### src/rtl/vic_pkg.sv
package vic_pkg;
    localparam int NSRC        = 64;
    localparam int DW          = 32;
    localparam int PRIO_W      = 4;
    localparam int MASK_W      = 5;
    localparam int ID_W        = $clog2(NSRC);
    localparam int ADDR_W      = 10;
    localparam int LINES_PER_W = DW / PRIO_W;
    localparam int PRIO_WORDS  = NSRC / LINES_PER_W;
    localparam int HALF        = NSRC / 2;
    localparam int PRIO_TOP    = 15;

    typedef logic [ADDR_W-1:0] waddr_t;

    localparam waddr_t A_CTRL    = 10'd0;
    localparam waddr_t A_THRESH  = 10'd1;
    localparam waddr_t A_EN_NUM  = 10'd2;
    localparam waddr_t A_DIS_NUM = 10'd3;
    localparam waddr_t A_EN_HI   = 10'd4;
    localparam waddr_t A_EN_LO   = 10'd5;
    localparam waddr_t A_TYP_HI  = 10'd6;
    localparam waddr_t A_TYP_LO  = 10'd7;
    localparam waddr_t A_NVEC    = 10'd16;
    localparam waddr_t A_FVEC    = 10'd17;
    localparam waddr_t A_SRC_HI  = 10'd18;
    localparam waddr_t A_SRC_LO  = 10'd19;
    localparam waddr_t A_FRC_HI  = 10'd20;
    localparam waddr_t A_FRC_LO  = 10'd21;
    localparam waddr_t A_NP_HI   = 10'd22;
    localparam waddr_t A_NP_LO   = 10'd23;
    localparam waddr_t A_FP_HI   = 10'd24;
    localparam waddr_t A_FP_LO   = 10'd25;
    localparam waddr_t A_CONST   = 10'h040;

    localparam logic [DW-1:0]     CTRL_KEEP  = 32'h017C_0000;
    localparam logic [DW-1:0]     NO_VEC     = 32'hFFFF_FFFF;
    localparam logic [DW-1:0]     CONST_VAL  = 32'd4;
    localparam logic [MASK_W-1:0] THRESH_ALL = 5'h1F;

    typedef struct packed {
        logic              hit;
        logic [ID_W-1:0]   id;
        logic [PRIO_W-1:0] level;
    } npick_t;

    function automatic waddr_t prio_addr(input int word);
        return waddr_t'(PRIO_TOP - word);
    endfunction
endpackage

### src/rtl/vic_norm_arb.sv
module vic_norm_arb
    import vic_pkg::*;
(
    input  logic [NSRC-1:0]        cand_i,
    input  logic [NSRC*PRIO_W-1:0] prio_i,
    input  logic [MASK_W-1:0]      thresh_i,
    output npick_t                 best_o,
    output logic                   req_o
);
    logic above;

    always_comb begin
        best_o = '0;
        above  = 1'b0;
        // Ascending scan with >= lets a later (higher) line win a tie.
        for (int i = 0; i < NSRC; i++) begin
            if (cand_i[i]) begin
                if (!best_o.hit || prio_i[i*PRIO_W +: PRIO_W] >= best_o.level) begin
                    best_o.hit   = 1'b1;
                    best_o.id    = ID_W'(i);
                    best_o.level = prio_i[i*PRIO_W +: PRIO_W];
                end
                if ({1'b0, prio_i[i*PRIO_W +: PRIO_W]} > thresh_i)
                    above = 1'b1;
            end
        end
        req_o = (|cand_i) && (thresh_i == THRESH_ALL || above);
    end
endmodule

### src/rtl/vic_fast_pick.sv
module vic_fast_pick
    import vic_pkg::*;
(
    input  logic [NSRC-1:0] cand_i,
    output logic            hit_o,
    output logic [ID_W-1:0] id_o
);
    always_comb begin
        hit_o = 1'b0;
        id_o  = '0;
        // Descending scan: the last assignment is the lowest line.
        for (int i = NSRC - 1; i >= 0; i--) begin
            if (cand_i[i]) begin
                hit_o = 1'b1;
                id_o  = ID_W'(i);
            end
        end
    end
endmodule

### src/rtl/vic64_top.sv
module vic64_top
    import vic_pkg::*;
(
    input  logic              clk,
    input  logic              rst,
    input  logic [NSRC-1:0]   src_i,
    input  logic [ADDR_W-1:0] addr_i,
    input  logic              wr_en_i,
    input  logic [DW-1:0]     wr_data_i,
    input  logic              rd_en_i,
    output logic [DW-1:0]     rd_data_o,
    output logic              irq_norm_o,
    output logic              irq_fast_o
);
    logic [DW-1:0]                  ctrl_q, ctrl_d;
    logic [MASK_W-1:0]              mask_q, mask_d;
    logic [NSRC-1:0]                en_q, en_d, type_q, type_d;
    logic [NSRC-1:0]                pend_q, pend_d, src_q;
    logic [PRIO_WORDS-1:0][DW-1:0]  prio_q, prio_d;
    logic [DW-1:0]                  rd_val;

    logic [NSRC-1:0] cand_n, cand_f;
    npick_t          npick;
    logic            norm_req;
    logic            f_hit;
    logic [ID_W-1:0] f_id;

    assign cand_n = pend_q & en_q & ~type_q;
    assign cand_f = pend_q & en_q & type_q;

    vic_norm_arb u_norm (
        .cand_i   (cand_n),
        .prio_i   (prio_q),
        .thresh_i (mask_q),
        .best_o   (npick),
        .req_o    (norm_req)
    );

    vic_fast_pick u_fast (
        .cand_i (cand_f),
        .hit_o  (f_hit),
        .id_o   (f_id)
    );

    // Next-state: source levels, then software writes, then acknowledge.
    always_comb begin
        ctrl_d = ctrl_q;
        mask_d = mask_q;
        en_d   = en_q;
        type_d = type_q;
        prio_d = prio_q;
        pend_d = (pend_q | src_i) & ~(src_q & ~src_i);
        if (wr_en_i) begin
            case (addr_i)
                A_CTRL:    ctrl_d = wr_data_i & CTRL_KEEP;
                A_THRESH:  mask_d = wr_data_i[MASK_W-1:0];
                A_EN_NUM:  en_d[wr_data_i[ID_W-1:0]] = 1'b1;
                A_DIS_NUM: en_d[wr_data_i[ID_W-1:0]] = 1'b0;
                A_EN_HI:   en_d[NSRC-1:HALF] = wr_data_i;
                A_EN_LO:   en_d[HALF-1:0] = wr_data_i;
                A_TYP_HI:  type_d[NSRC-1:HALF] = wr_data_i;
                A_TYP_LO:  type_d[HALF-1:0] = wr_data_i;
                A_FRC_HI:  pend_d[NSRC-1:HALF] = wr_data_i;
                A_FRC_LO:  pend_d[HALF-1:0] = wr_data_i;
                default: begin
                    for (int w = 0; w < PRIO_WORDS; w++)
                        if (addr_i == prio_addr(w)) prio_d[w] = wr_data_i;
                end
            endcase
        end
        if (rd_en_i && addr_i == A_NVEC && npick.hit) pend_d[npick.id] = 1'b0;
        if (rd_en_i && addr_i == A_FVEC && f_hit)     pend_d[f_id]     = 1'b0;
    end

    always_comb begin
        rd_val = '0;
        case (addr_i)
            A_CTRL:   rd_val = ctrl_q;
            A_THRESH: rd_val = DW'(mask_q);
            A_EN_HI:  rd_val = en_q[NSRC-1:HALF];
            A_EN_LO:  rd_val = en_q[HALF-1:0];
            A_TYP_HI: rd_val = type_q[NSRC-1:HALF];
            A_TYP_LO: rd_val = type_q[HALF-1:0];
            A_NVEC:   rd_val = npick.hit ? {16'(npick.id), 16'(npick.level)} : NO_VEC;
            A_FVEC:   rd_val = f_hit ? DW'(f_id) : NO_VEC;
            A_SRC_HI: rd_val = pend_q[NSRC-1:HALF];
            A_SRC_LO: rd_val = pend_q[HALF-1:0];
            A_NP_HI:  rd_val = cand_n[NSRC-1:HALF];
            A_NP_LO:  rd_val = cand_n[HALF-1:0];
            A_FP_HI:  rd_val = cand_f[NSRC-1:HALF];
            A_FP_LO:  rd_val = cand_f[HALF-1:0];
            A_CONST:  rd_val = CONST_VAL;
            default: begin
                for (int w = 0; w < PRIO_WORDS; w++)
                    if (addr_i == prio_addr(w)) rd_val = prio_q[w];
            end
        endcase
    end

    always_ff @(posedge clk) begin
        if (rst) begin
            ctrl_q     <= '0;
            mask_q     <= THRESH_ALL;
            en_q       <= '0;
            type_q     <= '0;
            pend_q     <= '0;
            src_q      <= '0;
            prio_q     <= '0;
            rd_data_o  <= '0;
            irq_norm_o <= 1'b0;
            irq_fast_o <= 1'b0;
        end else begin
            ctrl_q     <= ctrl_d;
            mask_q     <= mask_d;
            en_q       <= en_d;
            type_q     <= type_d;
            pend_q     <= pend_d;
            src_q      <= src_i;
            prio_q     <= prio_d;
            if (rd_en_i) rd_data_o <= rd_val;
            irq_norm_o <= norm_req;
            irq_fast_o <= |cand_f;
        end
    end
endmodule

### config.mk
export PLATFORM = sky130hd
export DESIGN_NAME = vic64_top
export DESIGN_NICKNAME = d
export VERILOG_FILES = /design/src/rtl/vic_pkg.sv /design/src/rtl/vic_norm_arb.sv /design/src/rtl/vic_fast_pick.sv /design/src/rtl/vic64_top.sv
export SDC_FILE = /design/constraint.sdc
export NUM_CORES = 2
export LEC_CHECK = 0
export ABC_CLOCK_PERIOD_IN_PS = 192400
export BUFFER_PORTS_ARGS = -buffer_cell sky130_fd_sc_hd__buf_2
export CAP_MARGIN = 30
export CORE_AREA = 2 2 340 342
export CTS_CLUSTER_SIZE = 10
export DETAILED_ROUTE_END_ITERATION = 6
export DIE_AREA = 0 0 342 344
export GPL_TIMING_DRIVEN = 0
export PLACE_DENSITY_LB_ADDON = 0.15
export SYNTH_ARGS = -nofsm -noshare
export SYNTH_HDL_FRONTEND = slang
export SYNTH_SLANG_ARGS = --single-unit
### constraint.sdc
create_clock -name clk -period 192.4 [get_ports clk]
set_clock_uncertainty 0.2 [all_clocks]
set_input_delay 19.24 -clock clk [delete_from_list [all_inputs] [get_ports clk]]
set_output_delay 19.24 -clock clk [all_outputs]
set_load 0.02 [all_outputs]
==> impl_metrics.py <==
metrics = {
    "hold_path": {
        "min_path_cells": 2,
        "holdPathEnd": "ctrl_q[24]",
        "min_from": "ctrl_q[24]",
        "hold_path.class": "flip-flop to flip-flop",
    },
    "worst_setup_path": {
        "cp_common_cell": "ha_1",
        "r2r_cells": 517,
        "end_kind": "flip-flop",
        "path_max_fanout": 10,
        "ff2ff_setup_slack_ns": 74.73,
        "r2r-start": "pend_q[0]",
        "crit_type": "flip-flop to flip-flop",
        "slowest_delay_ns": 0.97,
        "crit_arrival_ns": 117.97,
        "critical_path_buf_inv_count": 41,
        "critPathTopFamily": "compound AO/OA/AOI/OAI gates",
        "worst_ep_required_time_ns": 192.70,
        "cp_num_cells": 517,
        "rr_endpoint": "pend_q[22]",
        "start_kind": "flip-flop",
        "cp_slowest_cell": "a221oi_1",
    },
    "run_status": {
        "status": "complete, but fails checks",
        "violations": "DRC, slew limit",
    },
    "yosys": {
        "synth.largest_area_cell": "dfxtp_1",
        "ys_warn_count": 0,
        "async_reset_ff_share_pct": 0,
        "syn-num-nets": 6835,
        "yosysMostFrequentCell": "nand2_1",
        "synth_seq_area_share_pct": 24.7,
        "synthCells": 6272,
        "synth_area_mm2": 0.0452,
        "synthTopCellsByCount": "1,133 x nand2_1, 818 x a21oi_1, 557 x dfxtp_1",
        "synth_edf_count": 0,
        "synth_cell_types": 105,
        "yosys-top-cells-area": "dfxtp_1 25%, ha_1 13%, nand2_1 9.4%",
        "yosysTopAreaCellShare_pct": 24.7,
        "avgSynthCellArea_um2": 7.20,
        "synth_seq_cells": 557,
        "synth-main-ff-cell": "dfxtp_1",
    },
    "floorplan": {
        "row_count": 124,
        "die_h_um": 344,
        "initial_core_util_pct": 39.7,
        "die_area_mm2": 0.118,
        "dieWidth_um": 342,
        "io-pin-count": 144,
        "coreArea_mm2": 0.114,
    },
    "routing": {
        "wire_per_inst_um": 37.7,
        "drtPass1Iterations": 7,
        "wl_um": 308000,
        "via_count": 56031,
        "via_per_inst": 6.86,
        "drt_iter0_markers": 8278,
        "remaining_drc_errors": 4,
        "ant_nets": 0,
    },
    "sta": {
        "rsz0062_at_grt": "false",
        "min_period_ns": 117.67,
        "maxSlewHeadroom_pct": -7.04,
        "drv_slew": 1,
        "worst_slew_pin_slew_ns": 1.61,
        "setup_violations": 0,
        "final.setup.tns_ns": 0,
        "fmax_mhz": 8.50,
        "min_period_over_period_pct": 61.2,
        "finalHoldViolCount": 0,
    },
    "cells_and_area": {
        "postLayoutCellArea_mm2": 0.0512,
        "layout.nets": 7151,
        "filler_cell_count": 12019,
        "area_growth_pct": 13.5,
        "final_layout_size_suffix_gt1_share_pct": 7.90,
    },
    "grt": {
        "antenna_found_initial": 39,
        "grt_usage_pct": 50.7,
        "grt_pass1_wl_um": 412000,
        "overflow": 0,
        "grt_start_max_net_pins": 49,
        "grt_pass1_vias": 49896,
    },
    "cts": {
        "clk_latency_ns": 0.68,
        "ctsHoldBuffers": 0,
        "cts_tree": "done",
        "cts_num_sinks": 557,
        "postCtsSetupBuffers": 0,
        "cts-root-buf": "clkbuf_16",
        "h-tree-depth": 3,
        "clkSlewWorstSetupHoldPaths_ns": 0.06,
        "cts_inserted_buffers": 70,
        "postCtsResizedCells": 0,
        "clockBufferDepth": 3,
    },
    "place": {
        "dp_hpwl_um": 245000,
        "post_dp_cell_area_mm2": 0.0488,
        "port_buffers": 141,
        "gp_congestion": 1.14,
    },
    "power": {
        "p_leak_nw": 19.7,
        "power.density_mw_per_mm2": 5.32,
        "vdd_drop_max_mv": 0.00739,
    },
    "run": {
        "max_cap_violations": 0,
    },
}
## worst max path at each step
| stage | startpoint | endpoint | slack (ns) |
|---|---|---|---|
| after global placement | pend_q[0] | pend_q[17] | 78.40 |
| after global routing | pend_q[0] | pend_q[23] | 66.88 |
| after detailed placement | pend_q[0] | pend_q[22] | 77.63 |
| after CTS | pend_q[0] | pend_q[22] | 76.96 |
| after floorplan | pend_q[0] | pend_q[58] | 97.10 |
| final | pend_q[0] | pend_q[22] | 74.73 |
## tightest hold or removal path, cell delays in order, from the launching register on
cell and delay (ns):
dfxtp_1 0.31, nand2_1 0.05, a21oi_1 0.05
## cell type report
class	count	area, um^2	share of cell area (%)
repair buffers	244	1930	3.77
multi-input cells	5197	32100	62.6
flip-flops and latches	557	11200	21.8
clock inverters	13	175	0.342
clock buffers	93	1940	3.78
well taps	1512	1890	3.69
plain buffers	322	1250	2.44
inverters	196	743	1.45
diodes	32	80.1	0.156
## per-layer routing
metal / GRT usage [%] / wire length (um)
met5: 0 / 72
met4: 45.1 / 33000
met3: 17.9 / 38700
met2: 73.8 / 125000
met1: 58.7 / 111000
## sequential cells by signal, indices dropped and copies added (netlist names)
register    cells
prio_q        256
type_q         64
mask_q          5
src_q          64
rd_data_o      32
pend_q         64
en_q           64
ctrl_q          6
irq_norm_o      1
irq_fast_o      1
## cells by family (layout without fill, tap and decap cells)
family                     count (synthesis)  in the layout  synth area share, %
adders and majority gates                460            460                 12.7
and+or+nand+nor                         2555           2555                 26.8
muxes                                     47             47                 1.11
DFF                                      557            557                 24.7
AOI/OAI and AO/OA                       2135           2135                 30.4
buffers and inverters                    518            868                 4.34
other                                      0             32                    0
## power by group
part	total (W)	switching [W]	internal [W]
clock	0.000131	0.0000576	0.0000732
combinational	0.0000203	0.0000152	0.00000503
sequential	0.000122	0.00000414	0.000117
total	0.000273	0.0000770	0.000196
## stage by stage
stage / hold WS [ns] / total power, W / util, % / instances / worst slack [ns]
2_1_floorplan: 0.236 / 0.000128 / - / 6272 / 97.10
4_1_cts: 0.259 / 0.000269 / 44.7 / 8118 / 76.96
6_report: 0.263 / 0.000273 / 45.0 / 8166 / 74.73
5_1_grt: 0.288 / 0.000275 / 44.9 / 8134 / 66.88
3_5_place_dp: 0.252 / 0.000142 / 42.9 / 8012 / 77.63
3_3_place_gp: 0.247 / 0.000141 / 41.9 / 7925 / 78.40
## cells in the final DEF (no fill, tap or decap), types with 152 or more instances in the layout
cell type / synthesis / routed
nand2b_1: 165 / 165
o21ai_0: 358 / 358
dfxtp_1: 557 / 556
nand2_1: 1133 / 1133
clkbuf_1: 291 / 282
buf_2: 6 / 152
nor2b_1: 201 / 201
inv_1: 196 / 193
ha_1: 453 / 453
nor2_1: 434 / 432
a21oi_1: 818 / 817
Power figures use the tool's default switching activity.
